`config.mk`:
```
export PLATFORM = sky130hd
export DESIGN_NAME = linefreq_power_seq
export DESIGN_NICKNAME = d
export VERILOG_FILES = /design/src/rtl/lpsm_pkg.sv /design/src/rtl/lpsm_line_filter.sv /design/src/rtl/lpsm_gap_timer.sv /design/src/rtl/lpsm_seq_fsm.sv /design/src/rtl/linefreq_power_seq.sv
export SDC_FILE = /design/constraint.sdc
export NUM_CORES = 1
export LEC_CHECK = 0
export BUFFER_PORTS_ARGS = -buffer_cell sky130_fd_sc_hd__buf_2
export CAP_MARGIN = 10
export CELL_PAD_IN_SITES_DETAIL_PLACEMENT = 1
export CELL_PAD_IN_SITES_GLOBAL_PLACEMENT = 1
export CORE_AREA = 2 2 79 81
export CTS_CLUSTER_SIZE = 30
export DETAILED_ROUTE_END_ITERATION = 7
export DIE_AREA = 0 0 81 83
export PLACE_DENSITY = 0.82
export SYNTH_ARGS = -nofsm -noshare
export SYNTH_HDL_FRONTEND = slang
export SYNTH_HIERARCHICAL = 1
export SYNTH_SLANG_ARGS = --single-unit
```
`constraint.sdc`:
```
create_clock -name clk_i -period 2.24 [get_ports clk_i]
set_input_delay 0.224 -clock clk_i [delete_from_list [all_inputs] [get_ports clk_i]]
set_output_delay 0.224 -clock clk_i [all_outputs]
set_load 0.03 [all_outputs]
```
`src/rtl/lpsm_pkg.sv`:
```
package lpsm_pkg;

  typedef enum logic [2:0] {
    ST_IDLE     = 3'd0,
    ST_RAMP     = 3'd1,
    ST_LIVE     = 3'd2,
    ST_SHED_PWR = 3'd3,
    ST_SHED_DC  = 3'd4
  } seq_st_e;

  function automatic int max_of3(input int a, input int b, input int c);
    int m;
    m = (a > b) ? a : b;
    return (m > c) ? m : c;
  endfunction

endpackage

```
`src/rtl/lpsm_line_filter.sv`:
```
module lpsm_line_filter #(
  parameter int SYNC_LEN = 2,
  parameter int FILT_LEN = 3
) (
  input  logic clk_i,
  input  logic rst_i,
  input  logic raw_i,
  output logic lvl_o,
  output logic edge_o
);

  logic [SYNC_LEN-1:0] sync_q;
  logic [FILT_LEN-1:0] hist_q;
  logic                lvl_q;
  logic                lvl_d;
  logic                edge_q;

  // synchronizer chain, length set by parameter
  generate
    if (SYNC_LEN == 1) begin : g_sync1
      always_ff @(posedge clk_i) begin
        if (rst_i) sync_q <= '0;
        else       sync_q <= raw_i;
      end
    end else begin : g_syncn
      always_ff @(posedge clk_i) begin
        if (rst_i) sync_q <= '0;
        else       sync_q <= {sync_q[SYNC_LEN-2:0], raw_i};
      end
    end
  endgenerate

  always_ff @(posedge clk_i) begin
    if (rst_i) hist_q <= '0;
    else       hist_q <= {hist_q[FILT_LEN-2:0], sync_q[SYNC_LEN-1]};
  end

  always_comb begin
    lvl_d = lvl_q;
    if (&hist_q)       lvl_d = 1'b1;
    else if (~|hist_q) lvl_d = 1'b0;
  end

  always_ff @(posedge clk_i) begin
    if (rst_i) begin
      lvl_q  <= 1'b0;
      edge_q <= 1'b0;
    end else begin
      lvl_q  <= lvl_d;
      edge_q <= lvl_d ^ lvl_q;
    end
  end

  assign lvl_o  = lvl_q;
  assign edge_o = edge_q;


  lvl_rise_chk: assert property (@(posedge clk_i) disable iff (rst_i)
    $rose(lvl_q) |-> $past(&hist_q));

  lvl_fall_chk: assert property (@(posedge clk_i) disable iff (rst_i)
    $fell(lvl_q) |-> $past(~|hist_q));

  edge_match_chk: assert property (@(posedge clk_i) disable iff (rst_i)
    edge_q |-> (lvl_q != $past(lvl_q)));

endmodule

```
`src/rtl/lpsm_gap_timer.sv`:
```
module lpsm_gap_timer #(
  parameter int CNT_W     = 17,
  parameter int LOSS_CYC  = 50000,
  parameter int MIN_EDGES = 2
) (
  input  logic clk_i,
  input  logic rst_i,
  input  logic edge_i,
  input  logic count_en_i,
  output logic lost_o,
  output logic enough_o
);

  localparam int EW = $clog2(MIN_EDGES + 1);
  localparam logic [CNT_W-1:0] LOSS_LIM = CNT_W'(LOSS_CYC);
  localparam logic [EW-1:0]    EDGE_LIM = EW'(MIN_EDGES);

  logic [CNT_W-1:0] gap_q;
  logic [EW-1:0]    seen_q;

  // cycles since the last accepted edge, restarting at one
  always_ff @(posedge clk_i) begin
    if (rst_i)              gap_q <= '0;
    else if (edge_i)        gap_q <= CNT_W'(1);
    else if (gap_q != '1)   gap_q <= gap_q + 1'b1;
  end

  always_ff @(posedge clk_i) begin
    if (rst_i || !count_en_i)             seen_q <= '0;
    else if (edge_i && seen_q < EDGE_LIM) seen_q <= seen_q + 1'b1;
  end

  assign lost_o   = (gap_q >= LOSS_LIM) && !edge_i;
  assign enough_o = (seen_q >= EDGE_LIM);


  enough_edge_chk: assert property (@(posedge clk_i) disable iff (rst_i)
    $rose(enough_o) |-> $past(edge_i) && $past(count_en_i));

endmodule

```
`src/rtl/lpsm_seq_fsm.sv`:
```
module lpsm_seq_fsm
  import lpsm_pkg::*;
#(
  parameter int CNT_W    = 17,
  parameter int POK_CYC  = 72000,
  parameter int DROP_CYC = 4000,
  parameter int HOLD_CYC = 3000
) (
  input  logic clk_i,
  input  logic rst_i,
  input  logic supply_i,
  input  logic enough_i,
  input  logic lost_i,
  input  logic lvl_i,
  output logic count_en_o,
  output logic evt_o,
  output logic dc_ok_o,
  output logic pwr_ok_o
);

  localparam logic [CNT_W-1:0] POK_LAST  = CNT_W'(POK_CYC - 1);
  localparam logic [CNT_W-1:0] DROP_LAST = CNT_W'(DROP_CYC - 1);
  localparam logic [CNT_W-1:0] HOLD_MIN  = CNT_W'(HOLD_CYC);

  seq_st_e          st_q, st_d;
  logic [CNT_W-1:0] phase_q;
  logic             dc_q, pwr_q, evt_q;
  logic             dc_d;

  always_comb begin
    st_d = st_q;
    unique case (st_q)
      ST_IDLE:     if (supply_i && enough_i)   st_d = ST_RAMP;
      ST_RAMP:     if (lost_i)                 st_d = ST_SHED_PWR;
                   else if (phase_q == POK_LAST) st_d = ST_LIVE;
      ST_LIVE:     if (lost_i)                 st_d = ST_SHED_PWR;
      ST_SHED_PWR: if (phase_q == DROP_LAST)   st_d = ST_SHED_DC;
      ST_SHED_DC:                              st_d = ST_IDLE;
      default:                                 st_d = ST_IDLE;
    endcase
  end

  assign dc_d = (st_d == ST_RAMP) || (st_d == ST_LIVE) || (st_d == ST_SHED_PWR);

  always_ff @(posedge clk_i) begin
    if (rst_i) begin
      st_q    <= ST_IDLE;
      phase_q <= '0;
      dc_q    <= 1'b0;
      pwr_q   <= 1'b0;
      evt_q   <= 1'b0;
    end else begin
      st_q    <= st_d;
      phase_q <= (st_d != st_q) ? '0 : phase_q + 1'b1;
      dc_q    <= dc_d;
      pwr_q   <= (st_d == ST_LIVE);
      evt_q   <= dc_d & lvl_i;
    end
  end

  assign count_en_o = (st_q == ST_IDLE) && supply_i;
  assign evt_o      = evt_q;
  assign dc_ok_o    = dc_q;
  assign pwr_ok_o   = pwr_q;

  // cycles since power-ok was last high, used only by the hold-up check
  logic [CNT_W-1:0] hold_q;
  always_ff @(posedge clk_i) begin
    if (rst_i || pwr_q)     hold_q <= '0;
    else if (hold_q != '1)  hold_q <= hold_q + 1'b1;
  end


  hold_gap_chk: assert property (@(posedge clk_i) disable iff (rst_i)
    $fell(dc_q) |-> (hold_q >= HOLD_MIN));

  pwr_needs_dc_chk: assert property (@(posedge clk_i) disable iff (rst_i)
    pwr_q |-> dc_q);

  evt_quiet_chk: assert property (@(posedge clk_i) disable iff (rst_i)
    !dc_q |-> !evt_q);

  pwr_after_dc_chk: assert property (@(posedge clk_i) disable iff (rst_i)
    $rose(pwr_q) |-> $past(dc_q));

  dc_gate_chk: assert property (@(posedge clk_i) disable iff (rst_i)
    $rose(dc_q) |-> $past(supply_i) && $past(enough_i));

  shed_finish_chk: assert property (@(posedge clk_i) disable iff (rst_i)
    (st_q == ST_SHED_PWR) |=> (st_q == ST_SHED_PWR) || (st_q == ST_SHED_DC));

endmodule

```
`src/rtl/linefreq_power_seq.sv`:
```
module linefreq_power_seq
  import lpsm_pkg::*;
#(
  parameter int CLK_PER_US = 1,
  parameter int POK_US     = 72000,
  parameter int LOSS_US    = 50000,
  parameter int DROP_US    = 4000,
  parameter int HOLD_US    = 3000,
  parameter int SYNC_LEN   = 2,
  parameter int FILT_LEN   = 3,
  parameter int MIN_EDGES  = 2
) (
  input  logic clk_i,
  input  logic rst_i,
  input  logic line_raw_i,
  input  logic supply_ok_i,
  output logic evt_o,
  output logic dc_ok_o,
  output logic pwr_ok_o
);

  localparam int POK_CYC  = POK_US  * CLK_PER_US;
  localparam int LOSS_CYC = LOSS_US * CLK_PER_US;
  localparam int DROP_CYC = DROP_US * CLK_PER_US;
  localparam int HOLD_CYC = HOLD_US * CLK_PER_US;
  localparam int CNT_W    = $clog2(max_of3(POK_CYC, LOSS_CYC, DROP_CYC) + 2);

  logic lvl, edge_p, lost, enough, count_en;

  lpsm_line_filter #(
    .SYNC_LEN(SYNC_LEN),
    .FILT_LEN(FILT_LEN)
  ) u_filt (
    .clk_i (clk_i),
    .rst_i (rst_i),
    .raw_i (line_raw_i),
    .lvl_o (lvl),
    .edge_o(edge_p)
  );

  lpsm_gap_timer #(
    .CNT_W    (CNT_W),
    .LOSS_CYC (LOSS_CYC),
    .MIN_EDGES(MIN_EDGES)
  ) u_gap (
    .clk_i     (clk_i),
    .rst_i     (rst_i),
    .edge_i    (edge_p),
    .count_en_i(count_en),
    .lost_o    (lost),
    .enough_o  (enough)
  );

  lpsm_seq_fsm #(
    .CNT_W   (CNT_W),
    .POK_CYC (POK_CYC),
    .DROP_CYC(DROP_CYC),
    .HOLD_CYC(HOLD_CYC)
  ) u_seq (
    .clk_i     (clk_i),
    .rst_i     (rst_i),
    .supply_i  (supply_ok_i),
    .enough_i  (enough),
    .lost_i    (lost),
    .lvl_i     (lvl),
    .count_en_o(count_en),
    .evt_o     (evt_o),
    .dc_ok_o   (dc_ok_o),
    .pwr_ok_o  (pwr_ok_o)
  );


  loss_drop_chk: assert property (@(posedge clk_i) disable iff (rst_i)
    (lost && dc_ok_o) |=> !pwr_ok_o);

endmodule

```
== After elaboration in Yosys (flattened, before gate mapping) ==
Cells that the tools add are included.
Storage, ports and cells
  bits in writable memories: 0
  bits in latches: 0
  memories: 0
  ROM bits: 0
  output and inout bits: 3
  logic and storage cells: 55
  bits of input ports: 4
  register bits: 49
Operators by class
  $mul: 0
  eq/ne operators: 10
  $add $sub $neg: 3
  reductions and logical operators: 15
  magnitude comparators: 3
  div/mod/pow operators: 0
  multiplexer cells: 10
  bitwise gates (word level): 2
  shift-type cells: 0
Operator list (count)
  $add 17x1->17 const B: 2
  $eq 17x12->1 const B: 1
  $eq 17x17->1 const B: 1
  $ge 17x16->1 const B: 1
  $ne 17x17->1 const B: 1
  $mux 3: 5
  $eq 3x2->1 const B: 4
  $pmux 3 s4: 1
  $eq 3x1->1 const B: 2
  $logic_and 1x1->1: 4
  $mux 1: 4
  $reduce_or 2->1: 2
  $logic_not 3->1: 1
  $logic_or 1x1->1: 3
  $ne 3x3->1: 1
  $reduce_and 3->1: 1
  $reduce_or 3->1: 1
  $add 2x1->2 const B: 1
  $ge 2x2->1 const B: 1
  $logic_not 1->1: 2
  $lt 2x2->1 const B: 1
  $reduce_bool 2->1: 1
  $and 1x1->1: 1
  $xor 1x1->1: 1

== Depth between registers and ports, before layout ==
Gate-level depths: netlist (run 1).
  depth after elaboration: 8
  depth in mapped cells: 11
  gate-level depth less buffers: 8

== Hierarchy ==
Netlist (run 1), hierarchy kept.
Modules (own cells, without submodules)
  lpsm_seq_fsm: seq. area each 460.4 um^2, instances 1, cells each 128, area an instance 1217.4 um^2
  lpsm_gap_timer: seq. area each 380.4 um^2, instances 1, cells each 113, area an instance 982.2 um^2
  lpsm_line_filter: seq. area each 140.1 um^2, instances 1, cells each 19, area an instance 222.7 um^2

== Worst setup path before layout (run 1) ==
No wires, ideal clock.
  kind: flip-flop to flip-flop
  from: register u_gap.gap_q[10]
  to: register u_gap.gap_q[15]
  cell stages (with the launch flop): 11
  setup time: 0.070 ns
  data arrival time: 2.196 ns
  setup slack: -0.026 ns
  buffers on the path: 2
  path through: dfxtp_1 clkbuf_1 and3_1 nand3_1 nor4_1 ha_1 buf_6 nand3b_4 or3_4 or4_1 a21oi_1
Between the ends
  longest elaborated chain between the ends: 1
  elaborated cells on any way between the ends: 2
  classes of those cells: add/sub (1); eq/ne (1)
Ends and longest elaborated chain
  from (decl): line lpsm_gap_timer.sv:18  | logic [CNT_W-1:0] gap_q;
  from (signal assigned): line lpsm_gap_timer.sv:25  | else if (gap_q != '1) gap_q <= gap_q + 1'b1;
  $add 17x1->17 / $ne 17x17->1 (equally long branches): line lpsm_gap_timer.sv:25
Several ways; a longest one is shown, not always the timed one.
A chain may end at the register's enable or synchronous reset.

== Worst setup path after layout (run 1) ==
  from: register u_gap.gap_q[0]
  to: register u_gap.gap_q[15]
The elaborated chain is that of the path after synthesis.

==> results, run 1 <==
- The register area is around 1000 µm².
- IR analysis of the VDD net gives a maximum drop of 0.322 mV.
- The count of max-cap constraint violations is 0.
- In the final routed layout, each cell accounts on average for approximately 15 µm.
- In this run the deepest clock path goes through 2 buffers.
- The most instantiated flip-flop cell in the synthesis netlist is dfxtp_1.
- The global route total overflow is 0.
- The critical path depth is 8.
- The clock input transition at the sequential cells of the worst setup and hold paths is 90 ps.
- The number of routed nets with antenna violations is 0.
- After floorplanning, the core was divided into 28 placement rows.
- The routability congestion estimate is 0.810.
- For this block, the routed nets add up to 5430 µm of wire.
- After detailed routing, the number of vias per cell comes to 5.54.
- The number of global-route vias before repair is just over 2000.
- The number of hold buffers added after cts is 0.
- The largest single stage delay on the critical path is 480 ps.
- The signal on the critical path passes through ha_2 > nand3_1 > nor4_2 > ha_2 > nand3b_4 > or3_4 > or4_1 > a21oi_1.
- The slack of the worst reg-to-reg path is 90 ps.
- For this design the top-level I/O count stands at 7.
- The number of antenna violations at the first check in global routing is 0.
- The HPWL after detailed placement is 3890 µm.
- After detailed routing, the number of remaining DRC violations is 0.
- The pin count of the biggest net entering global routing is 19.
- The flow ran to the end, and the final reports show no timing, DRC or antenna violations.
- The critical path buffer and inverter count is 0.
- The mapped cell area is approximately 0.0024 mm².
- The clock tree skew after final layout is approximately 11 ps.
- The cell count after synthesis came out at 260.
- The post-synthesis async set-or-reset flop share is 0.
- From left edge to right edge, the die measures 81 µm.
- The total clock buffers created by CTS is 5.
- The floorplan die height is 83 µm.
- The overall power consumption is 0.00154 W.
- The transition time at the pin with the least slew margin is 368 ps.
- STA classifies the critical path endpoint as a register.
- The sequential-to-total area share from yosys stat is 0.405.
- Based on the critical path, the design can be clocked at up to 465 MHz.
- For met3 alone, demand over resource in global routing was 0.0359.
- For this run, the detailed router's first-pass iteration total came to 4.
- The worst setup path endpoint is u_gap/gap_q[15]$_SDFFE_PP0P_.
- The detailed router finished its first iteration with between 50 and 60 violations.
- Summed over all cells, the static leakage comes to 0.954 nW.
- The number of nets in the synthesized netlist is between 200 and 300.
- The core occupancy in the finished layout is 0.470.
- STA classifies the critical path startpoint as a register.
- In this run the critical register-to-register path is captured at u_gap/gap_q[15]$_SDFFE_PP0P_.
- Tracing the worst setup path back leads to its startpoint at u_gap/gap_q[0]$_SDFFE_PP0P_.
- TritonCTS built the clock tree.
- Data on the critical path is required at its endpoint by 2480 ps.
- For this run, global-route usage on met1 was measured as 0.214.
- The area added between synthesis and finish is 12.8%.
- Buffers added to address setup during post-CTS repair amount to 0.
- The cell sitting at the root of the clock tree is a clkbuf_8.
- The launch point of the worst reg-to-reg path is u_gap/gap_q[0]$_SDFFE_PP0P_.
- The fraction of layout instances using a drive strength above 1 is 0.209.
- In this run the most used layer during global routing was met2.
- The path depth of the worst reg2reg path is 8.
- The arrival time of the worst setup path is 2390 ps.
- The number of pins exceeding their max-slew limit in the final report is 0.
- Setup total negative slack on the finished layout was measured at 0 ps.
- The number of warnings reported in the yosys synthesis log is 6.
- The first global-routing pass estimated 9430 µm of wire.
- The count of filler cells inserted in the layout is 714.
- The critical path's most frequent cell is ha_2.
- The number of failing hold endpoints at the final stage is 0.
- The global routing met2 resource utilization is 0.302.
- The kind of cell adding the most delay to the critical path is simple AND/OR/NAND/NOR gates.
- The worst hold path belongs to the class in -> reg.
- The setup path with the least slack is of type reg -> reg.
- The highest fanout seen on the critical path is 4.
- The port buffer count is 6.
- In this run, synthesis inferred 0 flip-flops with an integrated enable.
- Of the available clock period, the critical path in the final layout requires 0.960.
- Averaged over all synthesized cells, the footprint is 9.32 µm².
- The cell type of the slowest stage on the worst timing path is or4_1.
- The core area is 0.00582 mm².
- The number of sinks on the clock net is 49.
- The diode insertion count for antenna repair is 0.
- The effective utilization at floorplan is 0.417.
- The die covers 0.00672 mm².
- The multi-input logic area is 0.00136 mm².
- The final critical-path required period is 2150 ps.
- The number of nets at the end of the flow is around 290.
- The depth of the CTS H-tree is 2.
- The number of flip-flops and latches in the synthesized netlist is 49.
- For this block, the via count after detailed routing is around 2000.
- The worst slew margin relative to its limit is 0.752.
- The total global routing track utilization is 0.173.
- Clock latency on the worst-skew pair, taken at its later pin, is 310 ps.
- Dividing total power by cell area gives a power density of 563 mW/mm².
- The count of unique library cells instantiated by Yosys is 54.
- Setup violations remaining at the end of the flow were counted as 0.
routing by layer:
layer  wire, µm  vias up
met5          0        -
met4         38        0
met3        100        2
met2       2740       16
met1       2550      954
li1           -      982
cells in the mapped netlist, drive strengths merged, types with 6 or more instances:
master / n / area, µm²
buf: 6 / 55.1
xnor2: 12 / 105
nor4: 19 / 119
nand2: 16 / 60.1
nor2: 21 / 78.8
xor2: 12 / 105
inv: 7 / 26.3
nand3: 15 / 80.1
nor2b: 7 / 43.8
nand4: 9 / 71.3
a21oi: 7 / 35.0
dfxtp: 49 / 981
report_power, final:
group          internal (W)  switching [W]  total [W]
Clock              0.000285       0.000299   0.000584
Sequential         0.000881     0.00000954   0.000891
Combinational     0.0000281      0.0000336  0.0000617
Total               0.00119       0.000342    0.00154
worst min path at each step:
| stage | from | depth (start not counted) | end |
|---|---|---|---|
| final | line_raw_i | 2 | u_filt/sync_q[0]$_SDFF_PP0_ |
| after CTS | line_raw_i | 2 | u_filt/sync_q[0]$_SDFF_PP0_ |
| after floorplan | rst_i | 1 | u_filt/edge_o$_SDFF_PP0_ |
| after global routing | line_raw_i | 2 | u_filt/sync_q[0]$_SDFF_PP0_ |
| after detailed placement | u_filt/sync_q[1]$_SDFF_PP0_ | 1 | u_filt/hist_q[0]$_SDFF_PP0_ |
| after global placement | u_filt/sync_q[1]$_SDFF_PP0_ | 1 | u_filt/hist_q[0]$_SDFF_PP0_ |
state kept, by name, indices dropped and copies added, names as in the netlist:
| register | flops |
|---|---|
| u_gap/gap_q | 17 |
| u_gap/seen_q | 2 |
| u_seq/evt_o | 1 |
| u_seq/dc_ok_o | 1 |
| u_filt/sync_q | 2 |
| u_filt/hist_q | 3 |
| u_seq/phase_q | 17 |
| u_seq/st_q | 3 |
| u_filt/edge_o | 1 |
| u_seq/pwr_ok_o | 1 |
| u_filt/lvl_o | 1 |
cells by family (layout without fill, tap and decap cells):
kind of cell	Yosys count	count (layout)	share of synthesized area
buf+inv	18	36	0.0413
xor+xnor	24	24	0.0868
simple gates	130	130	0.331
compound gates	32	32	0.102
flops	49	49	0.405
fa+ha+maj	5	5	0.0258
mux	2	2	0.00826
worst register-to-register path, delay by kind of cell, from the launching register on:
family          cells  cell delay (ps)
simple gates        5             1210
fa+ha+maj           2              410
compound gates      1              130
flops               1              330
layout make-up:
type	count	share of cell area
Clock buffer	7	0.0353
Clock inverter	1	0.00321
Inverter	7	0.00962
Multi-Input combinational cell	193	0.499
Sequential cell	49	0.362
Tap cell	75	0.0344
Timing Repair Buffer	21	0.0568
layout by cell type (no fill, tap or decap), types with 3 or more instances in the layout:
master    instances
nand2b_1          3
or4b_1            3
nor2_1           21
a21oi_1           7
dfxtp_1          45
nand2_1          16
or4_1             4
xor2_1           12
nor4_1           18
buf_2             6
ha_1              3
and3_1            4
nor3_1            3
clkbuf_8          7
inv_1             7
nand3_1          13
or2_2             3
nand4_1           8
nor2b_1           7
o21ai_0           5
dfxtp_2           3
o31ai_1           4
buf_4            14
xnor2_1          12
metrics by stage:
step	hold WS [ps]	std cells	setup WS (ps)	area (µm²)
global placement	430	345	113	2600
detailed placement	434	345	9.04	2600
floorplan	293	260	19.2	2430
CTS	119	353	6.67	2710
finish	118	353	89.5	2730
global route	130	353	-31.6	2730
repair_timing:
item / 4_1_cts / 5_1_grt
gates resized for setup: 2 / 11
gates cloned: 0 / 0
pin swaps: 0 / 2
setup endpoints to repair: 3 / 17
endpoints found under the hold margin: 0 / 0
No activity file was read; power rests on OpenSTA's default activity.
==> run 2, diff against run 1 <==
Settings changed: CORE_AREA 2 2 79 81 to 2 2 77 79, CTS_BUF_LIST set to sky130_fd_sc_hd__clkbuf_4 sky130_fd_sc_hd__clkbuf_8, DIE_AREA 0 0 81 83 to 0 0 79 81, PLACE_DENSITY 0.82 to 0.85, SKIP_LAST_GASP set to 1.
==> run 2 against run 1 <==
Clock power rose by 13%. Clock skew rose by 1.3 ps. Global-route usage rose by 0.33 points. Largest power group unchanged. Count of clock-buffer cells in the layout fell by 2. Register-to-register slack improved by 30 ps. Core utilization rose by 1.3 points. Design area rose by 0.27%. Routed wire length fell by 0.42%. Flip-flop and latch count did not move.
==> results, run 2 (synthesis results as in run 1) <==
- The largest registers in the layout are u_gap/gap_q (17), u_seq/phase_q (17).
- The floorplan die height is 81 µm (-2.4%).
- The worst min-delay path startpoint is line_raw_i.
- The count of max-cap constraint violations was 0 (unchanged).
- The DRC marker count from the first detailed-route iteration is 66 (+27%).
- The most frequent standard cell in the layout excluding fill and tap cells is dfxtp_1.
- The number of DRC violations after detailed routing is 0 (unchanged).
- The number of endpoints failing setup at the final stage is 0 (unchanged).
- The category of the worst setup path capture point is a register.
- The number of nets at the end of the flow is 284 (-0.70%).
- The global routing met2 resource utilization was 0.311 (+0.00899).
- The maximum buffer depth of the clock tree is 2 (unchanged).
- The count of standard-cell rows came to 28 (unchanged).
- The most numerous cell type found on the critical path is ha_2.
- The global route total overflow was 0 (unchanged).
- The share of total power consumed by net switching was 0.227 (+0.00385).
- The number of top-level design ports came to 7 (unchanged).
- In the layout the commonest cells are 45 x dfxtp_1, 21 x nor2_1, 18 x nor4_1.
- The final sum of negative setup slack is 0 ps (unchanged).
- The routed wire length was 5410 µm (-0.42%).
- The detailed-route wire length per cell came to 15.4 µm (+0.14%).
- The core area was 0.00568 mm² (-2.4%).
- The total net switching power is 0.000366 W (+7.0%).
- Setup repair after global routing left no endpoint under its margin.
- The diode insertion count for antenna repair is 0 (unchanged).
- The longest individual stage delay on the worst path came to 490 ps (about the same).
- The floorplan die area is 0.00640 mm² (-4.8%).
- The total global routing track utilization is 0.176 (+0.00329).
- The number of routed nets with antenna violations is 0 (unchanged).
- The power share of the sequential group was 0.551 (-0.029).
- The met1 usage in global routing is 0.211 (-0.00342).
- The first-pass GRT wire length is 8920 µm (-5.3%).
- The number of non-filler instances in the completed layout is 351 (-0.57%).
- The met3 usage was 0.0333 (-0.00254).
- The total clock buffers created by CTS is 5 (unchanged).
- The leakage power total is 0.949 nW (-0.49%).
- The capture endpoint of the worst hold path is u_filt/sync_q[0]$_SDFF_PP0_.
- The required time of the worst setup path was 2480 ps (about the same).
- The horizontal die dimension is 79 µm (-2.5%).
- The number of cells in the design after placement was 343 (-0.58%).
- The pin count of the biggest net entering global routing is 19 (unchanged).
- The internal cell power was 0.00125 W (+4.7%).
- The transition time at the pin with the least slew margin is 385 ps (+16.6 ps).
- The fraction of power consumed by combinational cells is 0.039 (about the same).
- The port buffer count is 6 (unchanged).
- The arrival time of the worst setup path came to 2370 ps (-20 ps).
- The launch point of the worst reg-to-reg path is u_gap/gap_q[0]$_SDFFE_PP0P_.
- The flow ran to the end, and the final reports show no timing, DRC or antenna violations.
- The area added between synthesis and finish is 13.1%.
- The clock latency at the later pin of the worst-skew pair is 320 ps (about the same).
- The highest fanout seen on the critical path is 4 (unchanged).
- The number of failing hold endpoints at the final stage was 0 (unchanged).
- The upper clock frequency limit is 471 MHz (+1.4%).
- The worst slew margin relative to its limit is 0.741 (-0.0112).
- The relative contribution of the clock network to total power is 0.410 (+0.030).
- The number of global-route vias before repair came to 1982 (-4.2%).
- The effective utilization at floorplan is 0.427 (+0.0103).
- The clock tree skew after final layout is 11.9 ps (+1.32 ps).
- The depth of the CTS H-tree is 2 (unchanged).
- The number of pins exceeding their max-slew limit in the final report was 0 (unchanged).
- The number of buffers inserted by post-CTS setup repair was 0 (unchanged).
- For this design, the slowest cell found on the critical path is or4_4.
- The fraction of layout instances using a drive strength above 1 is 0.214 (+0.00514).
- The worst setup path is launched from a register.
- The capture point of the worst reg-to-reg path is u_gap/gap_q[15]$_SDFFE_PP0P_.
- The critical path goes through ha_2 > nand3_1 > nor4_2 > ha_2 > nand3b_4 > or3_4 > or4_4 > a21oi_2.
- The critical path is of the reg -> reg type.
- The number of iterations in the first detailed-routing pass was 4 (unchanged).
- The slack of the worst reg-to-reg path came to 120 ps (+30 ps).
- The most crowded layer after global routing is met2.
- The via count normalized by instance count is 5.69 (+2.8%).
- The clock input transition at the sequential cells of the worst setup and hold paths is 100 ps (about the same).
- The clock tree from TritonCTS is built.
- The placed wire-length estimate after detailed placement is 3820 µm (-1.8%).
- The number of sinks on the clock net is 49 (unchanged).
- The root buffer cell is clkbuf_8.
- The final critical-path required period was 2120 ps (-29.3 ps).
- The class of the most critical hold timing path is in -> reg.
- The highest ir drop seen on vdd is 0.310 mV (-3.7%).
- The path depth of the worst reg2reg path is 8 (unchanged).
- The areal power density over the cells is 590 mW/mm² (+4.9%).
- The fraction of the cycle the final worst path needs is 0.947 (-0.0131).
- The number of antenna violations at the first check in global routing is 0 (unchanged).
- The routability congestion estimate is 0.797 (-1.7%).
- The instance count along the most critical hold path was 2 (unchanged).
- The number of vias in the routed layout is 1998 (+2.3%).
==> run 2: how the worst max path moves through the flow <==
stage                                       from                           end
floorplan           u_gap/gap_q[10]$_SDFFE_PP0P_  u_gap/gap_q[15]$_SDFFE_PP0P_
global placement     u_gap/gap_q[5]$_SDFFE_PP0P_  u_gap/gap_q[15]$_SDFFE_PP0P_
detailed placement   u_gap/gap_q[5]$_SDFFE_PP0P_  u_gap/gap_q[15]$_SDFFE_PP0P_
CTS                  u_gap/gap_q[5]$_SDFFE_PP0P_  u_gap/gap_q[15]$_SDFFE_PP0P_
global route         u_gap/gap_q[0]$_SDFFE_PP0P_  u_gap/gap_q[15]$_SDFFE_PP0P_
finish               u_gap/gap_q[0]$_SDFFE_PP0P_  u_gap/gap_q[15]$_SDFFE_PP0P_
==> run 2: layout make-up <==
| type | count | area (µm²) |
|---|---|---|
| fillers | 676 | 2940 |
| multi-input cells | 193 | 1370 |
| flip-flops and latches | 49 | 988 |
| repair buffers | 19 | 140 |
| well taps | 75 | 93.8 |
| clock buffers | 5 | 68.8 |
| clock inverters | 3 | 47.5 |
| inverters | 7 | 26.3 |
==> run 2: metrics by stage <==
step	power, W	instance area, µm²	hold slack, ps	util	setup WS [ps]
after floorplan	0.000948	2430	293	-	19.2
after global placement	0.000970	2580	428	0.455	104
after detailed placement	0.000974	2580	440	0.455	3.29
after CTS	0.00164	2700	112	0.476	18.7
after global routing	0.00169	2740	121	0.483	9.26
final	0.00162	2740	111	0.483	119
==> run 2: worst max-delay path: cells and delay by family, from the launching register on <==
family                   cells  cell delay, ps
adder cells (fa/ha/maj)      2             390
flip-flops                   1             330
AO/OA/AOI/OAI                1             150
AND/OR/NAND/NOR              5            1180
==> run 2: metal layers <==
metal,vias to the layer above,routed length (µm),part of all wire
met1,987,2420,0.45
met4,0,107,0.020
met5,-,0,0
met2,22,2740,0.51
met3,8,134,0.025
li1,981,-,-
==> run 2: timing repair <==
item,in CTS,in global routing
hold endpoints to repair,0,0
resized for setup,2,12
hold buffers,0,0
setup endpoints to repair,1,6
pin swaps,0,1
==> run 2: power by group through the flow <==
stage                     Clock [W]  Combinational, W  Sequential (W)
final                      0.000662         0.0000635        0.000891
after global routing       0.000722         0.0000715        0.000893
after CTS                  0.000683         0.0000624        0.000892
after detailed placement          0         0.0000617        0.000912
after global placement            0         0.0000588        0.000912
after floorplan                   0         0.0000354        0.000913
==> run 3, diff against run 2 <==
Settings changed: CORE_AREA 2 2 77 79 to 2 2 55 109, DIE_AREA 0 0 79 81 to 0 0 57 111, PLACE_DENSITY 0.85 to 0.86.
==> run 3 against run 2 <==
Clock power down 13%. Highest routed layer unchanged. Largest power group unchanged. Critical path type unchanged. Register-to-register slack got worse by 80 ps. Via count down 0.25%.
==> results, run 3 (synthesis results as in run 1) <==
- The required time of the worst setup path is 2420 ps (-60 ps).
- The clock tree skew after final layout is 6.47 ps (-5.46 ps).
- The pin count of the biggest net entering global routing is 19 (unchanged).
- The port buffer count is 6 (unchanged).
- The multi-input logic area is 0.00136 mm² (-0.82%).
- The floorplan die area was 0.00633 mm² (-1.1%).
- The depth of the CTS H-tree was 2 (unchanged).
- The total global routing track utilization was 0.188 (+0.0120).
- The global route total overflow was 0 (unchanged).
- The highest fanout seen on the critical path is 6 (+2).
- The final sum of negative setup slack is 0 ps (unchanged).
- The arrival time of the worst setup path came to 2380 ps (about the same).
- The core area was 0.00556 mm² (-2.0%).
- The number of antenna violations at the first check in global routing came to 0 (unchanged).
- The met3 usage is 0.0397 (+0.00634).
- The effective utilization at floorplan is 0.435 (+0.00864).
- The areal power density over the cells is 573 mW/mm² (-2.9%).
- The fraction of layout instances using a drive strength above 1 was 0.196 (-0.0182).
- The largest registers in the layout are u_gap/gap_q (17), u_seq/phase_q (17).
- The transition time at the pin with the least slew margin is 489 ps (+104 ps).
- The number of buffers inserted by post-CTS setup repair is 0 (unchanged).
- The flow ran to the end, and the final reports show no timing, DRC or antenna violations.
- The number of iterations in the first detailed-routing pass is 4 (unchanged).
- The floorplan die height was 111 µm (+37%).
- The leakage power total was 0.920 nW (-3.1%).
- The number of failing hold endpoints at the final stage came to 0 (unchanged).
- The least setup slack across all paths after layout is 41.3 ps (-77.6 ps).
- The number of cells in the design after placement is 324 (-5.5%).
- The area added between synthesis and finish is 9.76%.
- The number of nets at the end of the flow is 279 (-1.8%).
- The path depth of the worst reg2reg path was 8 (unchanged).
- The highest ir drop seen on vdd is 0.600 mV (+94%).
- The diode insertion count for antenna repair is 0 (unchanged).
- The placed wire-length estimate after detailed placement is 3930 µm (+2.9%).
- In the layout the commonest cells are 42 x dfxtp_1, 21 x nor2_1, 18 x nor4_1.
- The number of top-level design ports is 7 (unchanged).
- The first-pass GRT wire length is 9670 µm (+8.4%).
- The number of sinks on the clock net came to 49 (unchanged).
- The number of pins exceeding their max-slew limit in the final report is 0 (unchanged).
- The final critical-path required period was 2200 ps (+77.6 ps).
- The number of endpoints failing setup at the final stage is 0 (unchanged).
- The worst-case setup slack after placement came to -9.39 ps (-12.7 ps).
- The clock latency at the later pin of the worst-skew pair is 300 ps (-20 ps).
- The count of max-cap constraint violations is 0 (unchanged).
- The routed wire length is 5680 µm (+5.1%).
- The worst hold slack across all endpoints is 135 ps (+23.9 ps).
- The most crowded layer after global routing is met2.
- The count of filler cells inserted in the layout is 686 (+1.5%).
- The number of global-route vias before repair is 2082 (+5.0%).
- The number of non-filler instances in the completed layout is 332 (-5.4%).
- The total clock buffers created by CTS is 5 (unchanged).
- The number of hold buffers added after cts is 0 (unchanged).
- Leaving out fill and tap cells, the most frequent cell in the layout is dfxtp_1.
- The worst slew margin relative to its limit came to 0.673 (-0.0677).
- The via count normalized by instance count is 6.00 (+5.5%).
- The global routing met2 resource utilization is 0.313 (+0.00239).
- The maximum buffer depth of the clock tree is 2 (unchanged).
- The instance count along the most critical hold path is 2 (unchanged).
- The number of routed nets with antenna violations is 0 (unchanged).
- The clock tree from TritonCTS is built.
- The upper clock frequency limit is 455 MHz (-3.5%).
- The clock input transition at the sequential cells of the worst setup and hold paths is 80 ps (-20 ps).
- The critical path launch point type is a register.
- STA classifies the critical path endpoint as a register.
- The root buffer cell is clkbuf_8.
- The category of the critical setup timing path is reg -> reg.
- In this run the worst hold path is classified as in -> reg.
- The count of standard-cell rows is 39 (+39%).
- The detailed-route wire length per cell is 17.1 µm (+11%).
- The horizontal die dimension was 57 µm (-28%).
- The number of DRC violations after detailed routing is 0 (unchanged).
- The DRC marker count from the first detailed-route iteration is 62 (-6.1%).
- The register area is 990 µm² (+0.13%).
- The final design area excluding fillers was 0.00266 mm² (-2.9%).
- The routability congestion estimate is 0.856 (+7.4%).
- The fraction of the cycle the final worst path needs is 0.982 (+0.0346).
- The number of vias in the routed layout is 1993 (-0.25%).
- The met1 usage in global routing is 0.234 (+0.0231).
- Setup repair after global routing could not meet its margin everywhere.
- The standard cell area after detailed placement is 0.00253 mm² (-2.1%).
## run 3: layout make-up
type	count	share of cell area
multi-input combinational	193	0.512
clock inverter	1	0.00188
tap	61	0.0287
inverter	7	0.00988
sequential	49	0.372
clock buffer	7	0.0362
timing repair buffer	14	0.0386
## run 3: worst max-delay path: stages (launching register included)
cell,delay (ps)
dfxtp_2,390
and2_1,170
o21ai_0,120
a21oi_1,190
o21ba_2,210
nand2_1,70
a211o_1,310
nor3b_1,190
a2111oi_2,430
## run 3: stage by stage
step                      utilization  power [W]
after floorplan                     -   0.000948
after global placement          0.454   0.000966
after detailed placement        0.454   0.000973
after CTS                       0.473    0.00154
after global routing            0.478    0.00159
final                           0.478    0.00152
## run 3: per-layer routing
| metal | vias to the layer above | part of all wire |
|---|---|---|
| li1 | 969 | - |
| met4 | 0 | 0.021 |
| met3 | 10 | 0.023 |
| met2 | 20 | 0.53 |
| met1 | 994 | 0.43 |
| met5 | - | 0 |
## run 3: worst paths after layout
kind                            endpoint                         from  slack [ps]
max             u_seq/dc_ok_o$_SDFF_PP0_  u_gap/gap_q[9]$_SDFFE_PP0P_          40
min          u_filt/sync_q[0]$_SDFF_PP0_                   line_raw_i         130
max reg2reg     u_seq/dc_ok_o$_SDFF_PP0_  u_gap/gap_q[9]$_SDFFE_PP0P_          40
min reg2reg  u_filt/sync_q[1]$_SDFF_PP0_  u_filt/sync_q[0]$_SDFF_PP0_         460
## run 3: power breakdown
group / leakage [nW] / switching (W) / internal (W) / total (W)
registers: 0.400 / 0.0000118 / 0.000882 / 0.000894
logic: 0.466 / 0.0000318 / 0.0000256 / 0.0000574
clock network: 0.0542 / 0.000293 / 0.000280 / 0.000573
## run 3: repair_timing
action,in CTS,in global routing
pin swaps,0,0
gates cloned,0,0
setup endpoints to repair,1,12
hold endpoints to repair,0,0
gates resized for setup,1,12
